$ cat src/rtl/rfc_pkg.sv
package rfc_pkg;
   // Number of rising edges from the write edge to the result strobe.
   function automatic int tree_latency(input int m, input int pipe);
      return (pipe != 0) ? m : 1;
   endfunction

   // Result width: sign-extended product (SW+1) grown by one bit per tree level.
   function automatic int result_width(input int sw, input int m);
      return sw + 1 + m;
   endfunction
endpackage

$ cat src/rtl/rfc_sample_bank.sv
module rfc_sample_bank #(
   parameter int L  = 7,
   parameter int SW = 6
) (
   input  logic            clk,
   input  logic            rst_n,
   input  logic            wr_en,
   input  logic [SW-1:0]   wr_bus,
   input  logic            wr_inv,
   output logic [L-1:0]    ptr,
   output logic [L*SW-1:0] raw_flat,
   output logic [L-1:0]    inv_flags
);
   // One-hot write pointer, starts at entry 0.
   always_ff @(posedge clk or negedge rst_n) begin
      if (!rst_n)
         ptr <= L'(1);
      else if (wr_en)
         ptr <= {ptr[L-2:0], ptr[L-1]};
   end

   for (genvar e = 0; e < L; e++) begin : g_entry
      logic [SW-1:0] word_q;
      logic          inv_q;
      always_ff @(posedge clk or negedge rst_n) begin
         if (!rst_n) begin
            word_q <= '0;
            inv_q  <= 1'b0;
         end else if (wr_en && ptr[e]) begin
            word_q <= wr_bus;
            inv_q  <= wr_inv;
         end
      end
      assign raw_flat[e*SW +: SW] = word_q;
      assign inv_flags[e]         = inv_q;
   end
endmodule

$ cat src/rtl/rfc_code_ring.sv
module rfc_code_ring #(
   parameter int           L    = 7,
   parameter logic [L-1:0] CODE = '0
) (
   input  logic         clk,
   input  logic         rst_n,
   input  logic         step,
   output logic [L-1:0] coef
);
   // Start state: entry e holds CODE[L-1-e], so that after the first
   // write entry 0 (the newest sample) meets CODE[0].
   logic [L-1:0] start_state;
   for (genvar e = 0; e < L; e++) begin : g_start
      assign start_state[e] = CODE[L-1-e];
   end

   always_ff @(posedge clk or negedge rst_n) begin
      if (!rst_n)
         coef <= start_state;
      else if (step)
         coef <= {coef[L-2:0], coef[L-1]};
   end
endmodule

$ cat src/rtl/rfc_adder_tree.sv
module rfc_adder_tree #(
   parameter int M    = 3,
   parameter int LW   = 7,
   parameter int PIPE = 1,
   localparam int L   = (2 ** M) - 1,
   localparam int NP  = 2 ** M,
   localparam int OW  = LW + M
) (
   input  logic            clk,
   input  logic            rst_n,
   input  logic [L*LW-1:0] leaves,
   output logic [OW-1:0]   root
);
   logic [OW-1:0] lf [NP];

   for (genvar j = 0; j < NP; j++) begin : g_leaf
      if (j < L) begin : g_real
         assign lf[j] = {{M{leaves[j*LW+LW-1]}}, leaves[j*LW +: LW]};
      end else begin : g_pad
         assign lf[j] = '0;
      end
   end

   if (PIPE != 0) begin : g_pipe
      // Heap layout: node i sums nodes 2i and 2i+1, leaves at NP..2NP-1.
      logic [OW-1:0] nd   [1:NP-1];
      logic [OW-1:0] view [1:2*NP-1];
      always_comb begin
         for (int i = 1; i < NP; i++) view[i] = nd[i];
         for (int j = 0; j < NP; j++) view[NP+j] = lf[j];
      end
      always_ff @(posedge clk or negedge rst_n) begin
         if (!rst_n) begin
            for (int i = 1; i < NP; i++) nd[i] <= '0;
         end else begin
            for (int i = 1; i < NP; i++) nd[i] <= view[2*i] + view[2*i+1];
         end
      end
      assign root = nd[1];
   end else begin : g_flat
      logic [OW-1:0] acc [NP];
      logic [OW-1:0] sum_q;
      always_comb begin
         for (int j = 0; j < NP; j++) acc[j] = lf[j];
         for (int w = NP / 2; w >= 1; w = w / 2) begin
            for (int n = 0; n < w; n++) acc[n] = acc[2*n] + acc[2*n+1];
         end
      end
      always_ff @(posedge clk or negedge rst_n) begin
         if (!rst_n) sum_q <= '0;
         else        sum_q <= acc[0];
      end
      assign root = sum_q;
   end
endmodule

$ cat src/rtl/rfc_correlator.sv
module rfc_correlator
   import rfc_pkg::*;
#(
   parameter int                M    = 3,
   parameter int                SW   = 6,
   parameter int                PIPE = 1,
   parameter logic [2**M-2:0]   CODE = 7'b0010111
) (
   input  logic                 clk,
   input  logic                 rst_n,
   input  logic                 wr_en,
   input  logic [SW-1:0]        wr_bus,
   input  logic                 wr_inv,
   output logic                 corr_valid,
   output logic signed [SW+M:0] corr_out
);
   localparam int L   = (2 ** M) - 1;
   localparam int LW  = SW + 1;
   localparam int OW  = result_width(SW, M);
   localparam int LAT = tree_latency(M, PIPE);

   if (M < 2 || M > 10) begin : g_bad_m
      $error("rfc_correlator: M must lie in 2..10");
   end
   if (SW < 2) begin : g_bad_sw
      $error("rfc_correlator: SW must be at least 2");
   end
   if (PIPE != 0 && PIPE != 1) begin : g_bad_pipe
      $error("rfc_correlator: PIPE must be 0 or 1");
   end

   logic [L-1:0]    wr_ptr;
   logic [L*SW-1:0] raw_flat;
   logic [L-1:0]    inv_flags;
   logic [L-1:0]    code_bits;
   logic [L*LW-1:0] leaves;
   logic [OW-1:0]   root;
   logic [LAT:0]    vpipe;

   rfc_sample_bank #(.L(L), .SW(SW)) u_bank (
      .clk       (clk),
      .rst_n     (rst_n),
      .wr_en     (wr_en),
      .wr_bus    (wr_bus),
      .wr_inv    (wr_inv),
      .ptr       (wr_ptr),
      .raw_flat  (raw_flat),
      .inv_flags (inv_flags)
   );

   rfc_code_ring #(.L(L), .CODE(CODE)) u_ring (
      .clk   (clk),
      .rst_n (rst_n),
      .step  (wr_en),
      .coef  (code_bits)
   );

   // Sign select with bus-invert merged in: true product is
   // (code ^ inv ? ~raw : raw) + code, all sign-extended to LW bits.
   for (genvar e = 0; e < L; e++) begin : g_mult
      logic [SW-1:0] raw;
      logic [SW-1:0] sel;
      assign raw = raw_flat[e*SW +: SW];
      assign sel = (code_bits[e] ^ inv_flags[e]) ? ~raw : raw;
      assign leaves[e*LW +: LW] = {sel[SW-1], sel} + {{SW{1'b0}}, code_bits[e]};
   end

   rfc_adder_tree #(.M(M), .LW(LW), .PIPE(PIPE)) u_tree (
      .clk    (clk),
      .rst_n  (rst_n),
      .leaves (leaves),
      .root   (root)
   );

   always_ff @(posedge clk or negedge rst_n) begin
      if (!rst_n) vpipe <= '0;
      else        vpipe <= {vpipe[LAT-1:0], wr_en};
   end

   assign corr_valid = vpipe[LAT];
   assign corr_out   = $signed(root);
endmodule

$ cat config.mk
export PLATFORM = sky130hd
export DESIGN_NAME = rfc_correlator
export DESIGN_NICKNAME = d
export VERILOG_FILES = /design/src/rtl/rfc_pkg.sv /design/src/rtl/rfc_sample_bank.sv /design/src/rtl/rfc_code_ring.sv /design/src/rtl/rfc_adder_tree.sv /design/src/rtl/rfc_correlator.sv
export SDC_FILE = /design/constraint.sdc
export NUM_CORES = 1
export LEC_CHECK = 0
export BUFFER_PORTS_ARGS = -buffer_cell sky130_fd_sc_hd__buf_4
export CAP_MARGIN = 10
export CORE_AREA = 8 8 129 107
export CTS_BUF_LIST = sky130_fd_sc_hd__clkbuf_4
export CTS_CLUSTER_DIAMETER = 30
export CTS_CLUSTER_SIZE = 40
export DETAILED_ROUTE_END_ITERATION = 6
export DIE_AREA = 0 0 137 115
export GPL_ROUTABILITY_DRIVEN = 1
export PLACE_DENSITY = 0.76
export SLEW_MARGIN = 10
export SYNTH_ARGS = -nofsm -noshare
export SYNTH_HDL_FRONTEND = slang
export SYNTH_SLANG_ARGS = --single-unit
$ cat constraint.sdc
create_clock -name clk -period 8.4 [get_ports clk]
set_input_delay 1.68 -clock clk [delete_from_list [all_inputs] [get_ports clk]]
set_output_delay 1.68 -clock clk [all_outputs]
set_load 0.02 [all_outputs]
==> impl_metrics.yaml, run 1 <==
sta:
  fmax_mhz: 318.7
  setup-tns-final_ns: 0
  relSlewSlack_pct: 34.88
  fin_crit_ns: 3.138
  period_share_pct: 37.36
  hold_viol_final: 0
  setup-violations-final: 0
  worst_pin_slew_ns: 0.9767
  fin_skew_ns: 0.01868
  rsz0062_at_grt: "no"
  drv_slew: 0
global_routing:
  use_met1_pct: 22.35
  antenna_found_initial: 0
  grt_pass1_wl_mm: 21.42
  grt_overflow_total: 0
  grtUsageMet2_pct: 28.47
  grt_usage_pct: 17.52
  grt_pass1_vias: 4438
  top_usage_layer: "met2"
  grt_use_met3_pct: 4.105
  grt_start_max_net_pins: 82
clocking:
  cts_tree: "built"
  postCtsSetupRepairBufs: 0
  cts_root_buffer: "clkbuf_4"
  cts_buffer_depth: 2
  cts_buffers: 17
  htreeDepth: 4
  clk_latency_ns: 0.54
  clk_pin_slew_ns: 0.11
  hold_buffers: 0
  clkSinkCount: 127
  cts_resized: 0
floorplan:
  ios: 21
  std_cell_rows: 36
  die_h_um: 115
  core_um2: 11800
  dieArea_um2: 15760
  dieWidth_um: 137
  start_util_pct: 58.51
setup_path:
  path_class: "reg -> reg"
  startpoint: "u_ring.coef[2]"
  required_ns: 8.80
  reg2reg_depth: 11
  reg2reg_slack_ns: 5.26
  endpoint_kind: "register"
  start_kind: "register"
  rr_startpoint: "u_ring.coef[2]"
  crit_end: "u_tree.g_pipe.nd[26]"
  r2r-end: "u_tree.g_pipe.nd[26]"
  max_stage_delay_ns: 0.60
  cp_slowest_cell: "dfstp_2"
  path_max_fanout: 6
  critPathBufInv: 2
  worstPathArrival_ns: 3.54
  crit_family: "adder cells"
  crit_chain: "xnor2_2 -> xor2_1 -> fa_1 -> inv_1 -> ha_1 -> inv_1 -> fa_1 -> nor2b_1 -> o21ai_0 -> a2111oi_0 -> a211oi_1"
  path_depth: 11
yosys:
  synthCells: 584
  syn-cell-area_um2: 6905
  yosysSeqAreaShare_pct: 46.11
  yosys.cell_types.count: 46
  synth_edf_count: 0
  syn_nets: 666
  syn_avg_cell_area_um2: 11.82
  synth_seq_cells: 127
  yosys_most_used_dff: "dfrtp_1"
  synthArstFlopShare_pct: 100.0
  synth_warnings: 0
place:
  globalplace.congestion: 0.8264
  port-buffer-count: 20
  place_hpwl_mm: 9.453
detailed_routing:
  wl_per_cell_um: 16.08
  ant_nets: 0
  routed_via_density: 5.496
  drc: 0
  vias: 4254
  drt_iter0_markers: 295
  dr.pass1.iters: 4
  drt_wl_total_mm: 12.45
hold_path:
  hold_path_class: "reg -> reg"
job:
  maxCapViolCount: 0
layout:
  nets: 691
  syn_to_final_growth_pct: 8.715
  antennaDiodeCount: 0
  final_common_cell: "dfrtp_1"
  drive_gt1_share_pct: 19.77
  final_cell_mix: "dfrtp_1 (122), ha_1 (63), xnor2_1 (56)"
run_status:
  status: "complete, no violations"
## worst min-delay path by stage
stage	startpoint	to	slack, ns	cells past startpoint
2_1_floorplan	vpipe[0]	vpipe[1]	0.33	0
3_3_place_gp	vpipe[0]	vpipe[1]	0.33	0
3_5_place_dp	vpipe[2]	vpipe[3]	0.35	0
4_1_cts	vpipe[1]	vpipe[2]	0.37	0
5_1_grt	vpipe[1]	vpipe[2]	0.38	0
6_report	vpipe[1]	vpipe[2]	0.36	0
## worst register-to-register path: stages (launching register included)
cell,delay (ns)
dfstp_2,0.60
xnor2_2,0.21
xor2_1,0.23
fa_1,0.45
inv_1,0.07
ha_1,0.15
inv_1,0.05
fa_1,0.40
nor2b_1,0.11
o21ai_0,0.13
a2111oi_0,0.49
a211oi_1,0.11
## logic make-up after synthesis
family | share of synthesized area [%]
fa+ha+maj | 14.02
simple gates | 6.777
buf+inv | 4.059
mux | 8.643
xor+xnor | 10.65
compound gates | 9.730
flops | 46.11
## metal layers
metal / vias up / part of all wire (%)
met2: 95 / 47
met1: 2061 / 47
met4: 0 / 2.1
met5: - / 0
met3: 17 / 4.2
li1: 2081 / -
## metrics by stage
stage	setup WS, ns	util (%)	area [µm²]	instances	hold slack [ns]
6_report	5.262	63.61	7507	774	0.3619
5_1_grt	5.002	63.61	7507	774	0.3758
4_1_cts	5.283	63.61	7507	774	0.3660
3_5_place_dp	5.215	60.64	7157	742	0.3451
3_3_place_gp	5.273	60.64	7157	742	0.3324
2_1_floorplan	5.550	-	6905	584	0.3312
## layout make-up
cell class	instances	area (µm²)
Fill cell	902	4294
Multi-Input combinational cell	393	3441
Sequential cell	127	3184
Clock inverter	14	215.2
Tap cell	152	190.2
Inverter	49	183.9
Timing Repair Buffer	21	157.7
Clock buffer	18	135.1
## registers in the layout, indices dropped and copies added, names as in the netlist
name	cells
u_tree.g_pipe.nd	50
u_bank.g_entry.word_q	42
u_tree.root	10
u_bank.g_entry.inv_q	7
u_bank.ptr	7
u_ring.coef	7
vpipe	4
## cell usage after synthesis, types with 4 or more instances
master / n / share of area, %
o211ai_1: 10 / 1.1
buf_4: 10 / 1.1
nor3_1: 9 / 0.65
xnor2_2: 7 / 1.6
xor2_1: 15 / 1.9
nand2_1: 27 / 1.5
a21o_1: 12 / 1.3
a2111oi_0: 7 / 0.89
nor2_1: 18 / 0.98
xnor2_1: 56 / 7.1
a21oi_1: 18 / 1.3
a211oi_1: 7 / 0.76
inv_1: 49 / 2.7
dfrtp_1: 122 / 44
ha_1: 63 / 11
o21ai_0: 23 / 1.7
nand3_1: 11 / 0.80
nor3b_1: 4 / 0.43
nor2b_1: 5 / 0.45
mux2_2: 53 / 8.6
dfstp_2: 5 / 1.9
a31oi_1: 4 / 0.36
fa_1: 9 / 2.6
Power of run 1 is not shown: default switching activity piles up to over one toggle a cycle in this logic, so the estimate is an artifact.
==> run 2: changes to the inputs <==
clock period = 3.2 ns   (was 8.4 ns; I/O delays follow)
==> impl_metrics.yaml, run 2 (synthesis results as in run 1) <==
floorplan:
  ios: 21
  dieArea_um2: 15760
  dieWidth_um: 137
  std_cell_rows: 36
  core_um2: 11800
  start_util_pct: 58.51
  die_h_um: 115
sta:
  drv_slew: 0
  fin_skew_ns: 0.02039
  worst_pin_slew_ns: 0.6337
  setup-violations-final: 0
  rsz0062_at_grt: "no"
  setup-tns-final_ns: 0
  fin_crit_ns: 2.939
  fmax_mhz: 340.2
  period_share_pct: 91.85
  relSlewSlack_pct: 57.76
  hold_viol_final: 0
layout:
  antennaDiodeCount: 0
  drive_gt1_share_pct: 20.70
  final_common_cell: "dfrtp_1"
  nets: 697
  final-seq-area_um2: 3184
  largest_reg_flops: 50
  regMostFlops: "u_tree.g_pipe.nd"
  final_cell_mix: "dfrtp_1 (122), ha_1 (63), xnor2_1 (56)"
  syn_to_final_growth_pct: 9.458
  multi_input_area_um2: 3448
  fillers: 893
global_routing:
  grt_usage_pct: 17.24
  antenna_found_initial: 1
  grt_overflow_total: 0
  grt_pass1_wl_mm: 21.25
  grt_pass1_vias: 4448
  grt_start_max_net_pins: 62
hold_path:
  hold_path_class: "in -> async"
detailed_routing:
  drt_wl_total_mm: 12.32
  drc: 0
  ant_nets: 0
  routed_via_density: 5.462
  dr.pass1.iters: 4
  wl_per_cell_um: 15.79
  drt_iter0_markers: 210
  vias: 4260
setup_path:
  r2r-end: "u_tree.g_pipe.nd[26]"
  worstPathArrival_ns: 3.32
  start_kind: "register"
  path_max_fanout: 4
  path_class: "reg -> reg"
  rr_startpoint: "u_ring.coef[2]"
  endpoint_kind: "register"
  reg2reg_slack_ns: 0.26
  required_ns: 3.58
  reg2reg_depth: 11
clocking:
  cts_buffers: 17
  clkSinkCount: 127
  cts_buffer_depth: 2
  clk_latency_ns: 0.51
  clk_pin_slew_ns: 0.10
  cts_root_buffer: "clkbuf_4"
  cts_tree: "built"
  htreeDepth: 4
place:
  place_hpwl_mm: 9.390
  globalplace.congestion: 0.8555
  port-buffer-count: 20
job:
  maxCapViolCount: 0
run_status:
  status: "complete, no violations"
==> run 2: area by class of cell <==
| class | count | area share, % |
|---|---|---|
| Clock buffer | 19 | 1.887 |
| Clock inverter | 13 | 2.566 |
| Inverter | 49 | 2.433 |
| Multi-Input combinational cell | 393 | 45.62 |
| Sequential cell | 127 | 42.13 |
| Tap cell | 152 | 2.516 |
| Timing Repair Buffer | 27 | 2.847 |
==> run 2: critical path, cell delays in order (launching register included) <==
cell,delay [ns]
dfstp_2,0.59
xnor2_2,0.13
xor2_1,0.21
fa_1,0.43
inv_1,0.06
ha_1,0.17
inv_1,0.06
fa_1,0.39
nor2b_1,0.13
o21ai_0,0.15
a2111oi_2,0.41
a211oi_1,0.10
==> run 2: repair_timing <==
| item | CTS | global route |
|---|---|---|
| hold buffers | 0 | 0 |
| resized for setup | 0 | 3 |
| setup buffers | 0 | 0 |
| endpoints found under the setup margin | 0 | 2 |
==> run 2: how the worst max path moves through the flow <==
stage	start	depth (start not counted)	to
4_1_cts	u_ring.coef[2]	11	u_tree.g_pipe.nd[26]
3_5_place_dp	u_ring.coef[2]	11	u_tree.g_pipe.nd[26]
3_3_place_gp	u_ring.coef[2]	11	u_tree.g_pipe.nd[26]
6_report	u_ring.coef[2]	11	u_tree.g_pipe.nd[26]
5_1_grt	u_ring.coef[0]	11	u_tree.g_pipe.nd[36]
2_1_floorplan	u_ring.coef[2]	11	u_tree.g_pipe.nd[26]
==> run 2: through the flow <==
stage	hold slack, ns	utilization (%)	std cells	worst slack [ns]	cell area (µm²)
after detailed placement	0.3387	61.13	748	0.1815	7214
after CTS	0.1245	63.98	780	0.1757	7551
after global routing	0.1495	64.05	780	0.01777	7559
after floorplan	0.3312	-	584	0.3501	6905
after global placement	0.3363	61.13	748	0.3152	7214
final	0.1478	64.05	780	0.2607	7559
==> run 2: per-layer routing <==
layer  wire [µm]  part of all wire, %  track usage (%)
met4         343                  2.8            8.092
met5          13                 0.11                0
met2        5738                   47            27.27
met1        5702                   46            21.95
met3         521                  4.2            4.192
Power of run 2 is left out for the same reason.
